## src/rtl/cfu_pkg.sv

```systemverilog
package cfu_pkg;
    localparam int DATA_W    = 8;
    localparam int NUM_FLAGS = 5;   // index 0=C 1=Z 2=N 3=V 4=H

    // bit positions inside the status byte
    localparam int POS_C = 0;
    localparam int POS_Z = 1;
    localparam int POS_N = 2;
    localparam int POS_V = 3;
    localparam int POS_S = 4;
    localparam int POS_H = 5;
    localparam int POS_T = 6;
    localparam int POS_I = 7;

    typedef enum logic {
        IE_MASKED = 1'b0,
        IE_OPEN   = 1'b1
    } ie_state_e;

    // where ALU flag index k lives in the status byte
    function automatic int flag_pos(input int k);
        return (k < 4) ? k : POS_H;
    endfunction
endpackage

```

## src/rtl/cfu_ie_fsm.sv

```systemverilog
module cfu_ie_fsm
    import cfu_pkg::*;
(
    input  logic clk,
    input  logic rst_n,
    input  logic accept,
    input  logic ret,
    input  logic load_en,
    input  logic load_val,
    output logic ie
);
    ie_state_e state_q, state_d;

    always_ff @(posedge clk or negedge rst_n) begin
        if (!rst_n) state_q <= IE_MASKED;
        else        state_q <= state_d;
    end

    always_comb begin
        state_d = state_q;
        unique case (state_q)
            IE_OPEN: begin
                if (accept)                    state_d = IE_MASKED;
                else if (load_en && !load_val) state_d = IE_MASKED;
            end
            IE_MASKED: begin
                if (accept)       state_d = IE_MASKED;
                else if (load_en) state_d = load_val ? IE_OPEN : IE_MASKED;
                else if (ret)     state_d = IE_OPEN;
            end
            default: state_d = IE_MASKED;
        endcase
    end

    always_comb begin
        ie = (state_q == IE_OPEN);
    end

    p_accept_clears_r6: assert property (@(posedge clk) disable iff (!rst_n)
        accept |=> !ie);
    p_return_sets_r7: assert property (@(posedge clk) disable iff (!rst_n)
        (ret && !accept && !load_en) |=> ie);
    p_load_follows_r2: assert property (@(posedge clk) disable iff (!rst_n)
        (load_en && !accept) |=> (ie == $past(load_val)));
endmodule

```

## src/rtl/cfu_flags.sv

```systemverilog
module cfu_flags
    import cfu_pkg::*;
(
    input  logic                 clk,
    input  logic                 rst_n,
    input  logic                 sr_we,
    input  logic [DATA_W-1:0]    wdata,
    input  logic [NUM_FLAGS-1:0] alu_val,
    input  logic [NUM_FLAGS-1:0] alu_we,
    input  logic                 bst_en,
    input  logic [2:0]           bit_sel,
    input  logic [DATA_W-1:0]    rf_operand,
    output logic                 t_bit,
    output logic [NUM_FLAGS-1:0] flags,
    output logic [DATA_W-1:0]    bld_result
);
    logic [NUM_FLAGS-1:0] flag_q;
    logic                 t_q;

    for (genvar k = 0; k < NUM_FLAGS; k++) begin : g_flag
        localparam int P = flag_pos(k);
        always_ff @(posedge clk or negedge rst_n) begin
            if (!rst_n)        flag_q[k] <= 1'b0;
            else if (sr_we)    flag_q[k] <= wdata[P];
            else if (alu_we[k]) flag_q[k] <= alu_val[k];
        end

        p_hold_r4: assert property (@(posedge clk) disable iff (!rst_n)
            (!sr_we && !alu_we[k]) |=> $stable(flag_q[k]));
        p_io_wins_r5: assert property (@(posedge clk) disable iff (!rst_n)
            sr_we |=> (flag_q[k] == $past(wdata[P])));
    end

    always_ff @(posedge clk or negedge rst_n) begin
        if (!rst_n)      t_q <= 1'b0;
        else if (sr_we)  t_q <= wdata[POS_T];
        else if (bst_en) t_q <= rf_operand[bit_sel];
    end

    for (genvar b = 0; b < DATA_W; b++) begin : g_bld
        assign bld_result[b] = (bit_sel == 3'(b)) ? t_q : rf_operand[b];
    end

    assign t_bit = t_q;
    assign flags = flag_q;

    p_bst_copy_r9: assert property (@(posedge clk) disable iff (!rst_n)
        (bst_en && !sr_we) |=> (t_q == $past(rf_operand[bit_sel])));
endmodule

```

## src/rtl/cfu_stack_ptr.sv

```systemverilog
module cfu_stack_ptr
    import cfu_pkg::*;
#(
    parameter int SP_W = 2 * DATA_W
) (
    input  logic              clk,
    input  logic              rst_n,
    input  logic              wr_hi,
    input  logic              wr_lo,
    input  logic [DATA_W-1:0] wdata,
    input  logic              push,
    input  logic              pop,
    output logic [SP_W-1:0]   sp
);
    localparam int LO_W = DATA_W;
    localparam int HI_W = SP_W - DATA_W;

    logic [SP_W-1:0] sp_q;

    always_ff @(posedge clk or negedge rst_n) begin
        if (!rst_n) begin
            sp_q <= '0;
        end else if (wr_hi || wr_lo) begin
            if (wr_hi) sp_q[SP_W-1:LO_W] <= wdata[HI_W-1:0];
            if (wr_lo) sp_q[LO_W-1:0]    <= wdata;
        end else if (push && !pop) begin
            sp_q <= sp_q - 1'b1;
        end else if (pop && !push) begin
            sp_q <= sp_q + 1'b1;
        end
    end

    assign sp = sp_q;

    p_push_dec_r12: assert property (@(posedge clk) disable iff (!rst_n)
        (push && !pop && !wr_hi && !wr_lo) |=> (sp_q == $past(sp_q) - 1'b1));
    p_pop_inc_r12: assert property (@(posedge clk) disable iff (!rst_n)
        (pop && !push && !wr_hi && !wr_lo) |=> (sp_q == $past(sp_q) + 1'b1));
    p_lo_write_r11: assert property (@(posedge clk) disable iff (!rst_n)
        (wr_lo && !wr_hi) |=> (sp_q[SP_W-1:LO_W] == $past(sp_q[SP_W-1:LO_W])));
endmodule

```

## src/rtl/cfu_status_unit.sv

```systemverilog
module cfu_status_unit
    import cfu_pkg::*;
#(
    parameter int              ADDR_W   = 6,
    parameter logic [ADDR_W-1:0] SR_ADDR  = 6'h3F,
    parameter logic [ADDR_W-1:0] SPH_ADDR = 6'h3E,
    parameter logic [ADDR_W-1:0] SPL_ADDR = 6'h3D
) (
    input  logic                 clk,
    input  logic                 rst_n,
    input  logic [NUM_FLAGS-1:0] alu_flag,
    input  logic [NUM_FLAGS-1:0] alu_flag_we,
    input  logic                 bst_en,
    input  logic [2:0]           bit_sel,
    input  logic [DATA_W-1:0]    rf_operand,
    output logic [DATA_W-1:0]    bld_result,
    input  logic                 irq_request,
    input  logic                 irq_accept,
    input  logic                 irq_return,
    output logic                 irq_pending,
    input  logic [ADDR_W-1:0]    io_addr,
    input  logic                 io_we,
    input  logic [DATA_W-1:0]    io_wdata,
    output logic [DATA_W-1:0]    io_rdata,
    input  logic                 sp_push,
    input  logic                 sp_pop,
    output logic [2*DATA_W-1:0]  sp_value,
    output logic [DATA_W-1:0]    status_out
);
    localparam int SP_W = 2 * DATA_W;

    logic                 sr_we, sph_we, spl_we;
    logic                 ie, t_bit;
    logic [NUM_FLAGS-1:0] flags;
    logic [SP_W-1:0]      sp;

    assign sr_we  = io_we && (io_addr == SR_ADDR);
    assign sph_we = io_we && (io_addr == SPH_ADDR);
    assign spl_we = io_we && (io_addr == SPL_ADDR);

    cfu_ie_fsm u_ie (
        .clk      (clk),
        .rst_n    (rst_n),
        .accept   (irq_accept),
        .ret      (irq_return),
        .load_en  (sr_we),
        .load_val (io_wdata[POS_I]),
        .ie       (ie)
    );

    cfu_flags u_flags (
        .clk        (clk),
        .rst_n      (rst_n),
        .sr_we      (sr_we),
        .wdata      (io_wdata),
        .alu_val    (alu_flag),
        .alu_we     (alu_flag_we),
        .bst_en     (bst_en),
        .bit_sel    (bit_sel),
        .rf_operand (rf_operand),
        .t_bit      (t_bit),
        .flags      (flags),
        .bld_result (bld_result)
    );

    cfu_stack_ptr #(.SP_W(SP_W)) u_sp (
        .clk   (clk),
        .rst_n (rst_n),
        .wr_hi (sph_we),
        .wr_lo (spl_we),
        .wdata (io_wdata),
        .push  (sp_push),
        .pop   (sp_pop),
        .sp    (sp)
    );

    always_comb begin
        status_out        = '0;
        status_out[POS_I] = ie;
        status_out[POS_T] = t_bit;
        status_out[POS_H] = flags[4];
        status_out[POS_V] = flags[3];
        status_out[POS_N] = flags[2];
        status_out[POS_Z] = flags[1];
        status_out[POS_C] = flags[0];
        status_out[POS_S] = flags[3] ^ flags[2];
    end

    always_comb begin
        if (io_addr == SR_ADDR)       io_rdata = status_out;
        else if (io_addr == SPH_ADDR) io_rdata = sp[SP_W-1:DATA_W];
        else if (io_addr == SPL_ADDR) io_rdata = sp[DATA_W-1:0];
        else                          io_rdata = '0;
    end

    assign irq_pending = irq_request && ie;
    assign sp_value    = sp;

    p_pending_masked_r8: assert property (@(posedge clk) disable iff (!rst_n)
        !status_out[POS_I] |-> !irq_pending);
endmodule

```

## config.mk

```make
export PLATFORM = sky130hd
export DESIGN_NAME = cfu_status_unit
export DESIGN_NICKNAME = d
export VERILOG_FILES = /design/src/rtl/cfu_pkg.sv /design/src/rtl/cfu_ie_fsm.sv /design/src/rtl/cfu_flags.sv /design/src/rtl/cfu_stack_ptr.sv /design/src/rtl/cfu_status_unit.sv
export SDC_FILE = /design/constraint.sdc
export NUM_CORES = 1
export LEC_CHECK = 0
export BUFFER_PORTS_ARGS = -buffer_cell sky130_fd_sc_hd__buf_4
export CAP_MARGIN = 30
export CELL_PAD_IN_SITES_DETAIL_PLACEMENT = 1
export CELL_PAD_IN_SITES_GLOBAL_PLACEMENT = 2
export CORE_UTILIZATION = 30
export CTS_CLUSTER_SIZE = 24
export DETAILED_ROUTE_END_ITERATION = 8
export PLACE_DENSITY = 0.95
export RECOVER_POWER = 50
export SETUP_SLACK_MARGIN = 0.5
export SLEW_MARGIN = 40
export SYNTH_ARGS = -nofsm -noshare
export SYNTH_HDL_FRONTEND = slang
export SYNTH_HIERARCHICAL = 1
export SYNTH_SLANG_ARGS = --single-unit
```

## constraint.sdc

```tcl
create_clock -name clk -period 3.52 [get_ports clk]
set_input_delay 0.88 -clock clk [delete_from_list [all_inputs] [get_ports clk]]
set_output_delay 0.88 -clock clk [all_outputs]
set_load 0.005 [all_outputs]
```

Word level (Yosys, flattened, before mapping)

Cells that the tools add are included.
Widths: inputs -> output; s select.

Bitwise operators: 2
Add/sub/neg operators: 2
Multiplexer cells: 37
$lt $le $gt $ge: 1
Reductions and logical operators: 21
Equality and inequality tests: 12

Operators by type and width:

| cell                  | count |
|---|---|
| $mux 16               | 3 |
| $mux 8                | 5 |
| $mux 1                | 27 |
| $eq 6x6->1 const B    | 3 |
| $add 16x1->16 const B | 1 |
| $sub 16x1->16 const B | 1 |
| $eq 3x3->1 const B    | 4 |
| $reduce_bool 2->1     | 6 |
| $logic_and 1x1->1     | 7 |
| $eq 3x2->1 const B    | 2 |
| $lt 3x4->1 const B    | 1 |
| $ne 2x1->1 const B    | 2 |
| $reduce_and 2->1      | 2 |
| $bmux 1 s3            | 1 |
| $eq 3x1->1 const B    | 1 |
| $logic_not 1->1       | 3 |
| $logic_not 3->1       | 1 |
| $reduce_bool 3->1     | 1 |
| $pmux 1 s2            | 1 |
| $logic_or 1x1->1      | 1 |
| $not 1->1             | 1 |
| $xor 1x1->1           | 1 |

Bits in registers: 23
Bits of input ports: 44
Logic and storage cells: 84
Output and inout port bits: 41

Longest topological paths before layout

Depth after elaboration: 6
Gate-level depth with buffers: 11
Depth with buffers taken out: 9

Cells and area by module

The synthesis kept the hierarchy.

By module, submodules not included:

| module          | seq. area each (um^2) | area an instance (um^2) | cells an instance | times used |
|---|---|---|---|---|
| cfu_stack_ptr   | 400.4                 | 1487.7                  | 186               | 1 |
| cfu_flags       | 150.1                 | 506.7                   | 54                | 1 |
| cfu_status_unit | 0.0                   | 281.5                   | 40                | 1 |
| cfu_ie_fsm      | 25.0                  | 51.3                    | 4                 | 1 |

Worst setup path before layout

No wires, ideal clock.

Path kind: input port to flip-flop
Start point: in sp_pop
End point: reg u_sp.sp_q[12] (netlist: u_sp/sp[12])
Slack: 423 ps
Arrival: 2972 ps
Setup time: 125 ps
Required time: 3395 ps
Buffers on the path: 2
Stages on the path: 11
Path through: nand2b_4 -> clkbuf_8 -> clkbuf_1 -> xnor2_1 -> ha_1 -> nor3_1 -> o211ai_1 -> a2111oi_0 -> o21ai_0 -> xnor2_1 -> mux2_2

Longest elaborated chain between the ends: 4
Elaborated cells between the ends (all ways): 7
Classes of those cells: mux (2); reduce/logical (5)

Ends and longest elaborated chain:

| what                                                          | line                  | source |
|---|---|---|
| start, declared                                               | cfu_status_unit.sv:26 | `input logic sp_pop,` |
| $logic_not 1->1                                               | cfu_stack_ptr.sv:26   | `end else if (push && !pop) begin` |
| $logic_and 1x1->1                                             | cfu_stack_ptr.sv:26   |  |
| $reduce_bool 3->1 (no source line) or $mux 16 (tied branches) | n/a                   |  |
| $reduce_and 2->1 (no source line) or $mux 16 (tied branches)  | n/a                   |  |
| end signal, assigned by index                                 | cfu_stack_ptr.sv:25   | `if (wr_lo) sp_q[LO_W-1:0] <= wdata;` |
| end signal, assigned                                          | cfu_stack_ptr.sv:27   | `sp_q <= sp_q - 1'b1;` |
| end signal, assigned                                          | cfu_stack_ptr.sv:29   | `sp_q <= sp_q + 1'b1;` |
| end, declared                                                 | cfu_stack_ptr.sv:18   | `logic [SP_W-1:0] sp_q;` |

Parallel ways exist; a longest one is shown, timed or not.
A chain may end at the register's enable or synchronous reset.

Worst setup path after layout

Start point: in sp_pop
End point: reg u_sp.sp_q[8] (netlist: u_sp/sp[8])

The elaborated chain is that of the path after synthesis.

==> flow_metrics.env <==
export IMPL_antenna_found_initial=0
export IMPL_r2r_start="u_sp/sp[1]"
export IMPL_numCtsBuffers=3
export IMPL_netlist_area_um2=2327
export IMPL_timing_hold_ws_ps=641.1
export IMPL_regArea_um2=575.6
export IMPL_crit_fanout=6
export IMPL_clockBufferDepth=2
export IMPL_hp_class="register to register"
export IMPL_p_clk_share_pct=11.5
export IMPL_synth_edf_count=0
export IMPL_critPathArrivalTime_ps=3070
export IMPL_status="complete, no violations"
export IMPL_power_leakage_nw=1.279
export IMPL_cts_setup_buffers=0
export IMPL_ys_types=57
export IMPL_cts_tree="done"
export IMPL_clockRootBuffer="clkbuf_8"
export IMPL_ys_flop_type="dfrtp_1"
export IMPL_p_sw_share_pct=46.26
export IMPL_drive_above_1_share_pct=37.29
export IMPL_yosysSeqAreaShare_pct=24.73
export IMPL_timing_final_crit_share_pct=82.40
export IMPL_n_fill_cell=909
export IMPL_seqPwrFrac_pct=41.8
export IMPL_cp_start_kind="input port"
export IMPL_area_growth_pct=31.34
export IMPL_max_slew_margin_pct=8.219
export IMPL_worst_pin_slew_ps=1377
export IMPL_p_comb_share_pct=46.7
export IMPL_hold_viol_final=0
export IMPL_grt_overflow=0
export IMPL_rsz0062_at_grt="false"
export IMPL_core_um2=7370
export IMPL_drt_pre_antenna_iters=4
export IMPL_grt_pass1_vias=2707
export IMPL_hpwlAfterDp_mm=6.612
export IMPL_fp_dieH_um=90.08
export IMPL_startpoint="sp_pop"
export IMPL_clk_pin_slew_worst_paths_ps=90
export IMPL_grt_max_degree=24
export IMPL_fin_crit_ps=2901
export IMPL_die_width_um=90.08
export IMPL_yosysWarnings=6
export IMPL_port_buffers=84
export IMPL_place_gp_congestion=0.9015
export IMPL_start_util_pct=31.58
export IMPL_power_switching_mw=0.7130
export IMPL_vias=2534
export IMPL_rrSetupSlack_ps=770
export IMPL_p_int_mw=0.8282
export IMPL_wirelength_mm=8.641
export IMPL_finClkSkew_ps=6.228
export IMPL_cp_top_family="multiplexers"
export IMPL_htree_levels=1
export IMPL_gr_usage_all_layers_pct=21.78
export IMPL_syn_avg_cell_area_um2=8.194
export IMPL_drc_errors=0
export IMPL_cp_depth=10
export IMPL_cp_required_ps=3680
export IMPL_grt_pass1_wl_mm=14.23
export IMPL_cp_end_kind="register"
export IMPL_slew_viol_final=0
export IMPL_syn_nets=329
export IMPL_clkLatencyLatePin_ps=280
export IMPL_synthArstFlopShare_pct=100.0
export IMPL_cp_num_buf_inv=1
export IMPL_cts_sinks=23
export IMPL_rows=31
export IMPL_nets=400
export IMPL_reg2reg_depth=8
export IMPL_multi_input_area_um2=1629
export IMPL_critical_path_class="input port to register"
export IMPL_p_per_area_nw_per_um2=504.2
export IMPL_peakVddDrop_mv=0.1592
export IMPL_max_cap_violations=0
export IMPL_netlist_instances=284
export IMPL_critPathCapture="u_sp/sp[8]"
export IMPL_ys_ff_latch=23
export IMPL_critPathSlowestCell="o211ai_1"
export IMPL_slowest_delay_ps=520
export IMPL_path_cells="buf_4, nand2b_4, xnor2_1, ha_2, nor3_2, o211ai_1, mux2i_1, nor2_1, xor2_1, mux2_2"
export IMPL_io_pins=85
export IMPL_max_freq_mhz=344.8
export IMPL_setup_viol=0
export IMPL_antenna_left=0
export IMPL_wl_per_cell_um=19.08
export IMPL_routed_via_density=5.594
export IMPL_antenna_cells=0
export IMPL_first_iter_violations=156
export IMPL_reg2reg_to="u_sp/sp[8]"
export IMPL_tns_ps=0
export IMPL_dieArea_um2=8114
[repair_timing]
action | CTS | global route
endpoints found under the setup margin | 0 | 8
hold buffers | 0 | 0
endpoints found under the hold margin | 0 | 0
resized for setup | 0 | 3
[sequential cells by signal (all words and copies together) (netlist names)]
register and flops:
u_flags/t_bit 1, u_ie/ie 1, u_flags/flags 5, u_sp/sp 16
[layer usage]
metal	up-vias	global-route usage, %	wire [um]
li1	1193	-	-
met5	-	0	0
met1	1261	27.60	3863
met3	8	3.723	385
met4	0	5.108	99
met2	72	38.30	4292
[logic make-up (layout without fill, tap and decap cells)]
| logic type | count (synthesis) | count (layout) | share of synthesized area, % |
|---|---|---|---|
| adder cells (fa/ha/maj) | 1 | 1 | 0.5375 |
| buffers and inverters | 28 | 98 | 6.075 |
| flip-flops | 23 | 23 | 24.73 |
| AO/OA/AOI/OAI | 69 | 69 | 20.16 |
| multiplexers | 33 | 33 | 16.02 |
| XOR/XNOR | 12 | 12 | 4.516 |
| AND/OR/NAND/NOR | 118 | 118 | 27.96 |
[tightest hold or removal path, stage by stage (launching register included)]
cell	delay, ps
dfrtp_1	380
mux2i_1	70
o21ai_0	150
[worst min path at each step]
stage	endpoint	depth (start not counted)	from	slack, ps
floorplan	u_flags/flags[0]	2	u_flags/flags[0]	570
detailed placement	u_flags/flags[4]	2	u_flags/flags[4]	620
global placement	u_flags/flags[4]	2	u_flags/flags[4]	600
global route	u_flags/flags[4]	2	u_flags/flags[4]	700
CTS	u_flags/flags[3]	1	rst_n	500
finish	u_flags/flags[4]	2	u_flags/flags[4]	640
[synth_stat cells (all sizes together) (6+ instances only)]
cell    count  area share [%]
nand2      25             4.0
dfrtp      23              25
nor2       23             3.7
mux2       21              10
a21oi      16             3.6
o21ai      16             3.4
clkbuf     13             2.5
nand3      12             2.6
nor3       12             3.0
mux2i      11             4.7
buf        10             2.7
xnor2      10             3.8
a22oi       8             2.8
and3        7             2.0
o22a        7             2.6
nand4       6             1.6
nor2b       6             1.6
[metrics by stage]
| stage | setup WS, ps | power, mW | area (um^2) | util [%] | std cells |
|---|---|---|---|---|---|
| floorplan | 497.3 | 0.9755 | 2338 | - | 284 |
| global placement | 391.3 | 1.345 | 3004 | 40.76 | 449 |
| detailed placement | 329.3 | 1.365 | 3007 | 40.80 | 449 |
| CTS | 592.5 | 1.546 | 3052 | 41.41 | 453 |
| global route | 506.5 | 1.647 | 3057 | 41.48 | 453 |
| finish | 619.4 | 1.541 | 3057 | 41.48 | 453 |
[area by class of cell]
class | count | share of cell area, %
Multi-Input combinational cell | 233 | 53.30
Tap cell | 99 | 4.052
Inverter | 5 | 0.6140
Clock buffer | 4 | 1.474
Timing Repair Buffer | 89 | 21.74
Sequential cell | 23 | 18.83
[cell usage in the layout, fill, tap and decap left out, drive strengths merged, types with 3 or more instances in the layout]
| master | instances |
|---|---|
| xnor2 | 10 |
| buf | 70 |
| or3 | 4 |
| nor2b | 6 |
| mux2i | 11 |
| clkbuf | 23 |
| a2111oi | 3 |
| nor2 | 23 |
| nand4 | 6 |
| nand2 | 25 |
| dfrtp | 23 |
| o22a | 7 |
| mux2 | 21 |
| inv | 5 |
| o21ai | 16 |
| nand3 | 12 |
| a22oi | 8 |
| nor3b | 5 |
| nor4 | 3 |
| and3 | 7 |
| nor3 | 12 |
| or4 | 5 |
| a21oi | 16 |
[power groups by stage]
stage / Sequential (mW) / Combinational, mW / Clock (mW)
global placement: 0.646 / 0.700 / 0
detailed placement: 0.646 / 0.719 / 0
finish: 0.645 / 0.720 / 0.177
floorplan: 0.476 / 0.499 / 0
CTS: 0.641 / 0.722 / 0.183
global route: 0.671 / 0.788 / 0.188
(Power assumes the default switching activity.)
